**config.mk**
```make
export PLATFORM = sky130hd
export DESIGN_NAME = rob_core
export DESIGN_NICKNAME = d
export VERILOG_FILES = /design/src/rtl/rob_pkg.sv /design/src/rtl/rob_ptrs.sv /design/src/rtl/rob_slots.sv /design/src/rtl/rob_core.sv
export SDC_FILE = /design/constraint.sdc
export NUM_CORES = 1
export LEC_CHECK = 0
export BUFFER_PORTS_ARGS = -buffer_cell sky130_fd_sc_hd__buf_2
export CAP_MARGIN = 20
export CORE_AREA = 2 2 203 405
export CTS_CLUSTER_DIAMETER = 40
export DETAILED_ROUTE_END_ITERATION = 12
export DIE_AREA = 0 0 205 407
export PLACE_DENSITY = 0.45
export SYNTH_ARGS = -nofsm -noshare
export SYNTH_HDL_FRONTEND = slang
export SYNTH_HIERARCHICAL = 1
export SYNTH_SLANG_ARGS = --single-unit
export TNS_END_PERCENT = 100
```
**constraint.sdc**
```tcl
create_clock -name clk -period 9.2 [get_ports clk]
set_input_delay 0.46 -clock clk [delete_from_list [all_inputs] [get_ports clk]]
set_output_delay 0.46 -clock clk [all_outputs]
set_load 0.01 [all_outputs]
```
**src/rtl/rob_pkg.sv**
```systemverilog
package rob_pkg;
  typedef enum logic [1:0] {
    REDIR_NONE   = 2'd0,
    REDIR_FAULT  = 2'd1,
    REDIR_BRANCH = 2'd2
  } redir_cause_e;
endpackage

```
**src/rtl/rob_ptrs.sv**
```systemverilog
module rob_ptrs #(
  parameter int DEPTH = 8,
  parameter int IDX_W = $clog2(DEPTH)
) (
  input  logic             clk,
  input  logic             rst_n,
  input  logic             adv_head,
  input  logic             adv_tail,
  input  logic             flush_all,
  input  logic             trim,
  input  logic [IDX_W-1:0] trim_idx,
  output logic [IDX_W-1:0] head,
  output logic [IDX_W-1:0] tail,
  output logic             full,
  output logic             empty
);
  function automatic logic [IDX_W-1:0] ring_next(input logic [IDX_W-1:0] p);
    return (p == IDX_W'(DEPTH - 1)) ? '0 : p + 1'b1;
  endfunction

  always_ff @(posedge clk) begin
    if (!rst_n) begin
      head <= '0;
      tail <= '0;
    end else begin
      if (adv_head) head <= ring_next(head);
      if (flush_all)     tail <= head;
      else if (trim)     tail <= ring_next(trim_idx);
      else if (adv_tail) tail <= ring_next(tail);
    end
  end

  assign full  = (ring_next(tail) == head);
  assign empty = (head == tail);

  // the controller never pushes into a full ring
  p_no_overflow_r3: assert property (@(posedge clk) disable iff (!rst_n)
    adv_tail |-> !full);
  // commits never happen from an empty ring
  p_no_underflow_r5: assert property (@(posedge clk) disable iff (!rst_n)
    adv_head |-> !empty);
endmodule

```
**src/rtl/rob_slots.sv**
```systemverilog
module rob_slots #(
  parameter int DEPTH  = 8,
  parameter int DATA_W = 32,
  parameter int REG_W  = 5,
  parameter int PC_W   = 32,
  parameter int IDX_W  = $clog2(DEPTH)
) (
  input  logic              clk,
  input  logic              rst_n,
  input  logic              alloc_we,
  input  logic [IDX_W-1:0]  alloc_idx,
  input  logic [REG_W-1:0]  alloc_dest,
  input  logic [PC_W-1:0]   alloc_pc,
  input  logic              cmp_we,
  input  logic [IDX_W-1:0]  cmp_idx,
  input  logic [DATA_W-1:0] cmp_value,
  input  logic              cmp_exc,
  input  logic              free_we,
  input  logic [IDX_W-1:0]  free_idx,
  input  logic [DEPTH-1:0]  kill,
  input  logic [IDX_W-1:0]  rd_idx,
  output logic [DEPTH-1:0]  slot_valid,
  output logic              rd_done,
  output logic              rd_exc,
  output logic [REG_W-1:0]  rd_dest,
  output logic [DATA_W-1:0] rd_value,
  output logic [PC_W-1:0]   rd_pc
);
  logic [DEPTH-1:0]  valid_q, done_q, exc_q;
  logic [REG_W-1:0]  dest_q  [DEPTH];
  logic [DATA_W-1:0] value_q [DEPTH];
  logic [PC_W-1:0]   pc_q    [DEPTH];

  always_ff @(posedge clk) begin
    if (!rst_n) begin
      valid_q <= '0;
      done_q  <= '0;
      exc_q   <= '0;
    end else begin
      for (int i = 0; i < DEPTH; i++) begin
        if (kill[i] || (free_we && free_idx == IDX_W'(i)))
          valid_q[i] <= 1'b0;
        else if (alloc_we && alloc_idx == IDX_W'(i))
          valid_q[i] <= 1'b1;
        if (alloc_we && alloc_idx == IDX_W'(i)) begin
          done_q[i] <= 1'b0;
          exc_q[i]  <= 1'b0;
        end else if (cmp_we && cmp_idx == IDX_W'(i)) begin
          done_q[i] <= 1'b1;
          exc_q[i]  <= cmp_exc;
        end
      end
    end
  end

  always_ff @(posedge clk) begin
    for (int i = 0; i < DEPTH; i++) begin
      if (alloc_we && alloc_idx == IDX_W'(i)) begin
        dest_q[i] <= alloc_dest;
        pc_q[i]   <= alloc_pc;
      end
      if (cmp_we && cmp_idx == IDX_W'(i)) value_q[i] <= cmp_value;
    end
  end

  assign slot_valid = valid_q;
  assign rd_done    = done_q[rd_idx];
  assign rd_exc     = exc_q[rd_idx];
  assign rd_dest    = dest_q[rd_idx];
  assign rd_value   = value_q[rd_idx];
  assign rd_pc      = pc_q[rd_idx];

  // completions only land on occupied slots
  p_cmp_on_live_r9: assert property (@(posedge clk) disable iff (!rst_n)
    cmp_we |-> valid_q[cmp_idx]);
  // allocation only reuses a free slot
  p_alloc_free_slot_r2: assert property (@(posedge clk) disable iff (!rst_n)
    alloc_we |-> !valid_q[alloc_idx]);
endmodule

```
**src/rtl/rob_core.sv**
```systemverilog
module rob_core #(
  parameter int DEPTH  = 8,
  parameter int DATA_W = 32,
  parameter int REG_W  = 5,
  parameter int PC_W   = 32,
  parameter int IDX_W  = $clog2(DEPTH)
) (
  input  logic              clk,
  input  logic              rst_n,
  input  logic              alloc_valid,
  input  logic [REG_W-1:0]  alloc_dest,
  input  logic [PC_W-1:0]   alloc_pc,
  output logic              alloc_ready,
  output logic [IDX_W-1:0]  alloc_idx,
  input  logic              cmp_valid,
  input  logic [IDX_W-1:0]  cmp_idx,
  input  logic [DATA_W-1:0] cmp_value,
  input  logic              cmp_exc,
  input  logic              cmp_misp,
  input  logic [PC_W-1:0]   cmp_target,
  output logic              rf_we,
  output logic [REG_W-1:0]  rf_addr,
  output logic [DATA_W-1:0] rf_data,
  output logic              redirect_valid,
  output logic [1:0]        redirect_cause,
  output logic [PC_W-1:0]   redirect_pc
);
  import rob_pkg::*;

  // distance of slot s from the oldest slot h, in program order
  function automatic logic [IDX_W:0] ring_age(input logic [IDX_W-1:0] s,
                                               input logic [IDX_W-1:0] h);
    return (s >= h) ? ({1'b0, s} - {1'b0, h})
                    : ({1'b0, s} + (IDX_W+1)'(DEPTH) - {1'b0, h});
  endfunction

  logic [IDX_W-1:0]  head, tail;
  logic              full, empty;
  logic [DEPTH-1:0]  slot_valid, kill;
  logic              hd_done, hd_exc;
  logic [REG_W-1:0]  hd_dest;
  logic [DATA_W-1:0] hd_value;
  logic [PC_W-1:0]   hd_pc;

  // named internal events
  logic head_live, fault_flush, retire, cmp_ok, branch_flush, alloc_fire;

  assign head_live    = slot_valid[head];
  assign fault_flush  = head_live & hd_done & hd_exc;
  assign retire       = head_live & hd_done & ~hd_exc;
  assign cmp_ok       = cmp_valid & slot_valid[cmp_idx] & ~fault_flush;
  assign branch_flush = cmp_ok & cmp_misp;
  assign alloc_ready  = ~full & ~fault_flush & ~branch_flush;
  assign alloc_fire   = alloc_valid & alloc_ready;
  assign alloc_idx    = tail;

  for (genvar g = 0; g < DEPTH; g++) begin : g_kill
    assign kill[g] = fault_flush |
      (branch_flush & (ring_age(IDX_W'(g), head) > ring_age(cmp_idx, head)));
  end

  rob_ptrs #(.DEPTH(DEPTH), .IDX_W(IDX_W)) u_ptrs (
    .clk(clk), .rst_n(rst_n),
    .adv_head(retire), .adv_tail(alloc_fire),
    .flush_all(fault_flush), .trim(branch_flush), .trim_idx(cmp_idx),
    .head(head), .tail(tail), .full(full), .empty(empty)
  );

  rob_slots #(.DEPTH(DEPTH), .DATA_W(DATA_W), .REG_W(REG_W), .PC_W(PC_W),
              .IDX_W(IDX_W)) u_slots (
    .clk(clk), .rst_n(rst_n),
    .alloc_we(alloc_fire), .alloc_idx(tail),
    .alloc_dest(alloc_dest), .alloc_pc(alloc_pc),
    .cmp_we(cmp_ok), .cmp_idx(cmp_idx), .cmp_value(cmp_value), .cmp_exc(cmp_exc),
    .free_we(retire), .free_idx(head), .kill(kill), .rd_idx(head),
    .slot_valid(slot_valid),
    .rd_done(hd_done), .rd_exc(hd_exc), .rd_dest(hd_dest),
    .rd_value(hd_value), .rd_pc(hd_pc)
  );

  assign rf_we          = retire;
  assign rf_addr        = hd_dest;
  assign rf_data        = hd_value;
  assign redirect_valid = fault_flush | branch_flush;
  assign redirect_cause = fault_flush  ? REDIR_FAULT :
                          branch_flush ? REDIR_BRANCH : REDIR_NONE;
  assign redirect_pc    = fault_flush ? hd_pc : cmp_target;

  // a fault leaves the ring empty with tail pulled back to the head
  p_fault_empties_r7: assert property (@(posedge clk) disable iff (!rst_n)
    fault_flush |=> (slot_valid == '0) && (alloc_idx == $past(head)));
  // a mispredict trims the tail to just past the branch slot
  p_branch_trims_r8: assert property (@(posedge clk) disable iff (!rst_n)
    branch_flush |=> (alloc_idx == (($past(cmp_idx) == IDX_W'(DEPTH-1)) ? '0
                                    : $past(cmp_idx) + 1'b1)));
  // the mispredicted branch itself survives the trim
  p_branch_kept_r8: assert property (@(posedge clk) disable iff (!rst_n)
    branch_flush |=> slot_valid[$past(cmp_idx)]);
  // the oldest pointer moves only on a commit
  p_head_holds_r5: assert property (@(posedge clk) disable iff (!rst_n)
    !rf_we |=> $stable(head));
  // a full ring stays full unless something leaves it
  p_full_sticks_r3: assert property (@(posedge clk) disable iff (!rst_n)
    (full && !rf_we && !redirect_valid) |=> full);
  // fault and mispredict are never reported together
  p_one_cause_r10: assert property (@(posedge clk) disable iff (!rst_n)
    redirect_valid |-> $onehot0({fault_flush, branch_flush}));
endmodule

```
# After elaboration in Yosys (flattened, before gate mapping)
# Memory sizes are Yosys's and may differ from the RTL's. A register that Yosys moved wholly into a read port is not among the register bits.
# Cells that the tools add are included.
# totals
register_bits	30
ram_bits	552
input_bits	110
output_inout_bits	77
n_memories	3
# memory_table
name	depth	width	rd	rd_clocked_by_memory_dff	write_ports	line_no	source
u_slots.pc_q	8	32	1	1	1	rob_slots.sv:32	logic [PC_W-1:0] pc_q [DEPTH];
u_slots.value_q	8	32	1	1	1	rob_slots.sv:31	logic [DATA_W-1:0] value_q [DEPTH];
u_slots.dest_q	8	5	1	1	1	rob_slots.sv:30	logic [REG_W-1:0] dest_q [DEPTH];
# op_classes
n_addsub	22
n_lt_le_gt_ge	19
eq_ne	22
mux	127
n_bitwise	31
n_reduce_logical	73
# ops
op	n
$mux 32	15
$reduce_or 32->1	14
$mux 3	33
$mux 1	57
$eq 3x3->1 const B	12
$mux 4	9
$mux 5	7
$reduce_or 5->1	7
$gt 4x4->1	8
$reduce_or 2->1	16
$sub 4x3->4 const A	8
$logic_and 1x1->1	24
$eq 3x2->1 const B	6
$and 1x1->1	17
$sub 3x3->4 const A	4
$bmux 1 s3	4
$ge 3x3->1 const A	4
$add 3x1->3 const B	3
$eq 3x1->1 const B	3
$logic_not 3->1	3
$or 1x1->1	9
$logic_or 1x1->1	8
$lt 3x4->1 const B	2
$sub 1x3->4 const A	2
11 further kinds	19

# Longest topological paths before layout
# Gate-level depths: netlist of run 1.
# logic_depth
depth_word	21
mapped_depth	15

# By module
# The synthesis of run 1 kept the hierarchy.
# modules_own_cells
module	instances	cells_per_inst	area_each_um2	seq_area_each_um2
rob_slots	1	912	21839.7	17056.4
rob_core	1	186	1686.6	0.0
rob_ptrs	1	50	460.4	120.1

# Least setup slack after synthesis of run 1
# OpenSTA, ideal clock, no wires.
# synth_timing
path_kind	reg-to-reg
from	register u_ptrs.head[2]
to	register u_slots.done_q[0]
arrival_ps	7589
setup_slack_ps	1493
path_stages_with_launch	14
n_path_buf	5
period_less_slack_ps	7707
cell_sequence	dfxtp_1 -> clkbuf_1 -> clkbuf_1 -> buf_2 -> mux4_2 -> mux2_2 -> o311ai_1 -> nor4_2 -> buf_6 -> buf_6 -> nor4b_2 -> nor4b_1 -> nand2b_1 -> nor2_1
# synth_between
elab_cells_between_ends	20
cone_classes	eq/ne (1); mux (6); bitwise (10); reduce/logical (3)
# synth_rtl
item	line_no	source
start: declaration	rob_ptrs.sv:12	output logic [IDX_W-1:0] head,
start signal: assignment	rob_ptrs.sv:26	if (adv_head) head <= ring_next(head);
$bmux 1 s3 *	rob_slots.sv:68	assign rd_exc = exc_q[rd_idx];
$mux 1 (not written as such) *	rob_slots.sv:68	
net hd_exc	rob_core.sv:40	logic hd_done, hd_exc;
$and 1x1->1 *	rob_core.sv:49	assign fault_flush = head_live & hd_done & hd_exc;
$not 1->1 *	rob_core.sv:51, rob_core.sv:53	
$and 1x1->1	rob_core.sv:51	assign cmp_ok = cmp_valid & slot_valid[cmp_idx] & ~fault_flush;
$and 1x1->1	rob_core.sv:52	assign branch_flush = cmp_ok & cmp_misp;
$not 1->1	rob_core.sv:53	assign alloc_ready = ~full & ~fault_flush & ~branch_flush;
$and 1x1->1 *	rob_core.sv:53	
$and 1x1->1 *	rob_core.sv:54	assign alloc_fire = alloc_valid & alloc_ready;
net alloc_fire	rob_core.sv:46	logic head_live, fault_flush, retire, cmp_ok, branch_flush, alloc_fire;
$logic_and 1x1->1 *	rob_slots.sv:45	if (alloc_we && alloc_idx == IDX_W'(i)) begin
$reduce_or 2->1 (no line) *	n/a	
end signal: assignment	rob_slots.sv:37	done_q <= '0;
end signal: indexed assignment	rob_slots.sv:46	done_q[i] <= 1'b0;
end signal: indexed assignment	rob_slots.sv:49	done_q[i] <= 1'b1;
end: declaration	rob_slots.sv:29	logic [DEPTH-1:0] valid_q, done_q, exc_q;
# The timed path passes the listed nets; every way through them passes the cells marked *. The select of a mux whose other input is x is not followed.
# A chain may end at the register's enable or synchronous reset.

# Worst setup path after layout of run 1
# layout_timing
from	register u_ptrs.head[0]
to	memory u_slots.value_q[7][27], enable pin
# layout_between
elab_cells_between_ends	55
cone_classes	mux (36); bitwise (4); reduce/logical (15)
# layout_rtl
item	line_no	source
$bmux 1 s3 *	rob_slots.sv:68	
$mux 1 (not written as such) *	rob_slots.sv:68	
net hd_exc	rob_core.sv:40	
$and 1x1->1 *	rob_core.sv:49	
$not 1->1 *	rob_core.sv:51	
$and 1x1->1 *	rob_core.sv:51	
net cmp_ok	rob_core.sv:46	
$logic_and 1x1->1	rob_slots.sv:62	if (cmp_we && cmp_idx == IDX_W'(i)) value_q[i] <= cmp_value;
$mux 1	rob_slots.sv:62	
$mux 1 (not written as such)	rob_slots.sv:62	
$reduce_or 32->1 (no line)	n/a	
$mux 3 (no line) or $mux 1 (tied branches) (7 in series)	n/a	
end: declaration	rob_slots.sv:31	
# Marks and branches as above.

==> results of run 1 <==
[worst register-to-register path, delay by kind of cell (launching register included)]
family / cells / cell delay, ns
compound gates: 1 / 0.14
simple gates: 3 / 1.05
flops: 1 / 0.58
mux: 2 / 0.98
buf+inv: 3 / 1.84
[final cells by class]
class                   count  area share (%)
flip-flops and latches    582           61.13
multi-input cells         492           23.01
clock buffers              78           5.656
well taps                1043           4.641
repair buffers            207           3.916
clock inverters            33           1.362
inverters                  22          0.2937
[report_power, final]
part	total [uW]	internal, uW	switching (uW)
clock	2400	1350	1050
sequential	2990	2970	21.2
combinational	273	110	162
[final timing paths]
check / slack, ns / from / end
setup / recovery: 4.19 / u_ptrs/head[0] / u_slots/value_q[7][27]
hold / removal: 0.08 / alloc_dest[0] / u_slots/dest_q[3][0]
setup reg to reg: 4.19 / u_ptrs/head[0] / u_slots/value_q[7][27]
hold reg to reg: 0.45 / u_slots/done_q[7] / u_slots/done_q[7]
[registers in the layout, indices dropped and copies added (netlist names)]
register / flops
u_ptrs/head: 3
u_ptrs/tail: 3
u_slots/dest_q: 40
u_slots/done_q: 8
u_slots/exc_q: 8
u_slots/pc_q: 256
u_slots/slot_valid: 8
u_slots/value_q: 256
[through the flow]
stage	setup slack [ns]	area, um2
after floorplan	1.524	23970
after global placement	4.060	26150
after detailed placement	3.953	26150
after CTS	3.923	28120
after global routing	3.693	28120
final	4.189	28120
[metal layers]
metal / part of all wire, % / track usage (%)
met3: 5.1 / 3.164
met5: 0.19 / 0
met2: 53 / 25.77
met1: 39 / 16.26
met4: 3.1 / 5.137
==> metrics.md, run 1 <==
| Metric | Value |
|---|---|
| Status | `finished, final reports clean` |
| Initial antenna violation count | `9` |
| Clock Skews | `0.05270 ns` |
| Synth warn | `6` |
| Number of global-route vias before repair | `between 10,000 and 15,000` |
| CP Cell Sequence | `buf_12 -> mux4_2 -> mux2_2 -> o311ai_1 -> nor4_4 -> buf_4 -> nor2_1 -> nand4_1 -> inv_2` |
| Worst min path class | `in -> reg` |
| Total power divided by cell area | `a little over 200 nW/um2` |
| Max FO, Critical Path | `109` |
| Setup TNS | `0 ns` |
| Worst EP arrival | `5.23 ns` |
| Max-cap check violation count | `0` |
| I/O Pins | `187` |
| Core Area | `between 80,000 and 90,000 um2` |
| Remaining Overflow, GRT | `0` |
| Area of the multi-input gates | `approximately 6500 um2` |
| # placed instances | `approximately 2,300` |
| Total power | `5663 uW` |
| CTS tree | `built` |
| 1st-iter DRT viols | `between 500 and 600` |
| Hold Violations, Final | `0` |
| Detail Route Antenna Nets | `0` |
| Unrepaired setup endpoints after global routing | `no` |
| Vias | `around 12,000` |
| Htree depth | `2` |
| First-pass GRT wire length | `86,680 um` |
| Commonest non-fill, non-tap cell in the layout | `edfxtp_1` |
| Fin. max-slew vios | `0` |
| Final nets | `~1,500` |
| Sink Count | `582` |
| Fmax | `199.6 MHz` |
| Crit end category | `flip-flop` |
| Post-route insts no fill | `about 2,500` |
| DP Wirelength | `35,230 um` |
| CTS Hold Bufs | `0` |
| Worst Reg2Reg Path Length in Cells | `9` |
| Slew margin rel. | `a little under 30%` |
| Die Span Y | `between 400 and 500 um` |
| CTS Buffer Depth | `3` |
| Row cnt | `between 100 and 150` |
| Worst Path Required | `9.42 ns` |
| LEAKAGE | `roughly 0.0091 uW` |
| Worst-Margin Slew | `~1.1 ns` |
| IO buf count | `between 150 and 200` |
| Worst vdd ir | `about 0.15 mV` |
| Initial Util | `29.88%` |
| Setup crit start kind | `flip-flop` |
| Drt wl/cell | `between 20 and 25 um` |
| Crit share post-route | `between 50% and 60%` |
| Syn_area_per_cell | `around 21 um2` |
| Total track usage | `between 10% and 20%` |
| Worst hold slack | `0.08034 ns` |
| Share of cells above drive strength 1 | `about 40%` |
| Largest net degree at the start of global routing | `110` |
| Syn Inst Count | `1,145` |
| TritonRoute pass-1 iters | `5` |
| Clock latency on the worst-skew pair | `~0.65 ns` |
| P&R area growth vs syn | `17.33%` |
| CP max-delay cell | `inv_2` |
| Post-cts sizing count | `0` |
| Category of the most critical setup path | `reg -> reg` |
| CP bufs+invs | `3` |
| Routed WL | `58,120 um` |
| Commonest non-fill, non-tap cells in the layout | `edfxtp_1 (552), buf_2 (186), mux4_2 (142)` |
| GPL Wtd Cong | `between 0.7 and 0.8` |
| Vias per inst | `about 4.8` |
| Top delay family on crit path | `buffers and inverters` |
| WHS Path Cells | `1` |
| Final min period | `approximately 5 ns` |
| Layout Utilization | `a little over a third` |
| Fill cells | `approximately 7,600` |
| Remaining routing DRC violations | `0` |
| Seq. cell area | `about 17,000 um2` |
| CP peak stage delay | `approximately 0.76 ns` |
| Die width | `between 200 and 250 um` |
| Antenna cells | `0` |
| Die Area | `between 80,000 and 90,000 um2` |
| Setup bufs post-CTS | `0` |
| Finish-stage setup viols | `0` |
| Worst-path clk slew | `approximately 0.060 ns` |
| Crit path depth | `9` |
| Syn Std Cell Area | `23,960 um2` |
| Clock root cell | `clkbuf_16` |
| Total CTS buffers | `60` |
(Power assumes the default switching activity.)
==> run 2, diff against run 1 <==
Settings changed: PLACE_DENSITY 0.45 to 0.47.
Clock period 9.2 ns to 4.5 ns, I/O delays scaled along.
==> run 2 against run 1 <==
Compared with the run above: critical path type is now reg -> out; count of clock-buffer cells in the layout is 4 higher; critical endpoint is now redirect_pc[1]; hold slack worse by 0.0031 ns; highest routed layer unchanged; largest cell class unchanged; cell count grew 3.9%.
==> metrics.md, run 2 (synthesis results as in run 1) <==
| Metric | Value |
|---|---|
| Setup TNS | `0 ns (unchanged)` |
| Fill cells | `7,635 (-0.026%)` |
| Clock Skews | `0.02428 ns (-0.02842 ns)` |
| Commonest non-fill, non-tap cells in the layout | `edfxtp_1 (552), buf_2 (186), mux4_2 (142)` |
| Seq. cell area | `17,190 um2 (unchanged)` |
| Clock latency on the worst-skew pair | `0.62 ns (-0.03 ns)` |
| Unrepaired setup endpoints after global routing | `no` |
| Worst Setup SP | `u_ptrs/head[1]` |
| Hold_sp | `rst_n` |
| P&R area growth vs syn | `22.51%` |
| Post-cts sizing count | `0 (unchanged)` |
| Remaining routing DRC violations | `0 (unchanged)` |
| Final nets | `1,611 (+6.0%)` |
| GPL Wtd Cong | `0.7741 (+4.8%)` |
| Sink Count | `582 (unchanged)` |
| WHS Path Cells | `2 (+1)` |
| Detail Route Antenna Nets | `0 (unchanged)` |
| Worst vdd ir | `0.2581 mV (+70%)` |
| Die width | `205 um (unchanged)` |
| Worst min path class | `in -> reg` |
| Final min period | `just under 4 ns` |
| Vias | `12,230 (+4.7%)` |
| Initial Util | `29.88% (unchanged)` |
| Die Area | `83,440 um2 (unchanged)` |
| Drt wl/cell | `23.61 um (-0.21%)` |
| CTS Buffer Depth | `3 (unchanged)` |
| Max-cap check violation count | `0 (unchanged)` |
| TritonRoute pass-1 iters | `4 (-1)` |
| Worst flop-to-flop path startpoint | `u_ptrs/head[0]` |
| Slew margin rel. | `33.58% (+4.2 points)` |
| Layout Utilization | `36.61% (+1.5 points)` |
| Commonest non-fill, non-tap cell in the layout | `edfxtp_1` |
| Worst EP arrival | `3.75 ns (-1.48 ns)` |
| Crit end category | `primary output` |
| Crit share post-route | `about nine tenths` |
| Fmax | `approximately 250 MHz` |
| DP Wirelength | `36,300 um (+3.0%)` |
| Number of global-route vias before repair | `13,580 (+3.9%)` |
| Area of the multi-input gates | `6475 um2 (about the same)` |
| Clock root cell | `clkbuf_16` |
| First-pass GRT wire length | `88,200 um (+1.8%)` |
| Routed WL | `60,290 um (+3.7%)` |
| Total track usage | `14.74% (+0.52 points)` |
| Largest net degree at the start of global routing | `86 (-22%)` |
| Status | `finished, final reports clean` |
| Finish-stage setup viols | `0 (unchanged)` |
| Remaining Overflow, GRT | `0 (unchanged)` |
| Total CTS buffers | `66 (+10%)` |
| Fin. max-slew vios | `0 (unchanged)` |
| Worst Hold End | `u_ptrs/tail[0]` |
| CTS Hold Bufs | `70 (+70)` |
| IO buf count | `186 (unchanged)` |
| Top flop regs | `u_slots/pc_q (256), u_slots/value_q (256), u_slots/dest_q (40)` |
| Vias per inst | `4.790 (+0.71%)` |
| Flop2flop setup slack | `0.81 ns (-3.38 ns)` |
| Category of the most critical setup path | `reg -> out` |
| Htree depth | `3 (+1)` |
| Share of cells above drive strength 1 | `39.67% (-0.22 points)` |
| Setup bufs post-CTS | `0 (unchanged)` |
| Core Area | `80,190 um2 (unchanged)` |
| LEAKAGE | `0.009677 uW (+6.2%)` |
| Setup crit start kind | `flip-flop` |
| CTS tree | `built` |
| Crit Reg-Reg Endpoint | `u_slots/slot_valid[3]` |
| Max FO, Critical Path | `44 (-60%)` |
| Hold Violations, Final | `0 (unchanged)` |
| Total power divided by cell area | `418.3 nW/um2 (+110%)` |
| 1st-iter DRT viols | `492 (-17%)` |
| Row cnt | `147 (unchanged)` |
| Worst-path clk slew | `0.06 ns (about the same)` |
| Die Span Y | `407 um (unchanged)` |
| I/O Pins | `187 (unchanged)` |
| Worst Reg2Reg Path Length in Cells | `11 (+2)` |
| Worst Path Required | `4.28 ns (-5.14 ns)` |
| Initial antenna violation count | `3 (-6)` |
| Worst-Margin Slew | `0.9963 ns (-0.06355 ns)` |
[run 2: changes by cell type in the layout (fill, tap and decap cells not counted), sizes merged, moves of 4 or more]
cell         previous run  this run
dlygate4sd3             0        70
buf                   207       221
inv                    28        37
clkbuf                 78        83
clkinv                 20        16
[run 2: power breakdown]
part / leakage [uW] / switching [uW] / internal, uW
Sequential: 0.00524 / 44.6 / 6070
Clock: 0.00110 / 2310 / 3230
Combinational: 0.00334 / 346 / 282
Total: 0.00968 / 2700 / 9580
[run 2: how the worst max path moves through the flow]
stage                            endpoint  slack, ns  cells past startpoint
floorplan           u_slots/slot_valid[0]       0.03                     13
CTS                        redirect_pc[1]       0.41                      7
global route               redirect_pc[2]       0.37                      7
detailed placement  u_slots/slot_valid[3]       0.77                     13
global placement    u_slots/slot_valid[3]       0.78                     13
finish                     redirect_pc[1]       0.53                      7
[run 2: area by class of cell]
cell class	instances	area share (%)
Clock buffer	82	6.150
Clock inverter	40	1.573
Tap cell	1043	4.445
Inverter	22	0.2813
Multi-Input combinational cell	492	22.05
Sequential cell	582	58.54
Antenna cell	1	0.008523
Timing Repair Buffer	292	6.947
[run 2: critical path: stages (launching register included)]
cell	delay (ns)
dfxtp_4	0.37
inv_1	0.39
a2111oi_1	0.12
buf_4	0.18
nor4_4	0.76
buf_4	0.74
mux2_2	0.40
buf_2	0.14
[run 2: stage by stage]
stage               std cells  setup WS (ns)  area, um2  total power (uW)  hold slack [ns]
finish                   2554         0.5295      29360             12280          0.07724
global route             2554         0.3653      29360             12700          0.05646
CTS                      2552         0.4086      29350             12490         0.009377
detailed placement       2360         0.7692      26380              6824           0.4392
global placement         2360         0.7815      26380              6803           0.4451
floorplan                1146        0.02542      24020              6511           0.3239
[run 2: metal layers]
metal	vias to the layer above	part of all wire [%]	track usage (%)
met3	110	4.0	2.701
met1	6439	38	16.14
met5	-	0.022	0
met4	2	3.2	5.907
met2	300	55	27.67
li1	5382	-	-
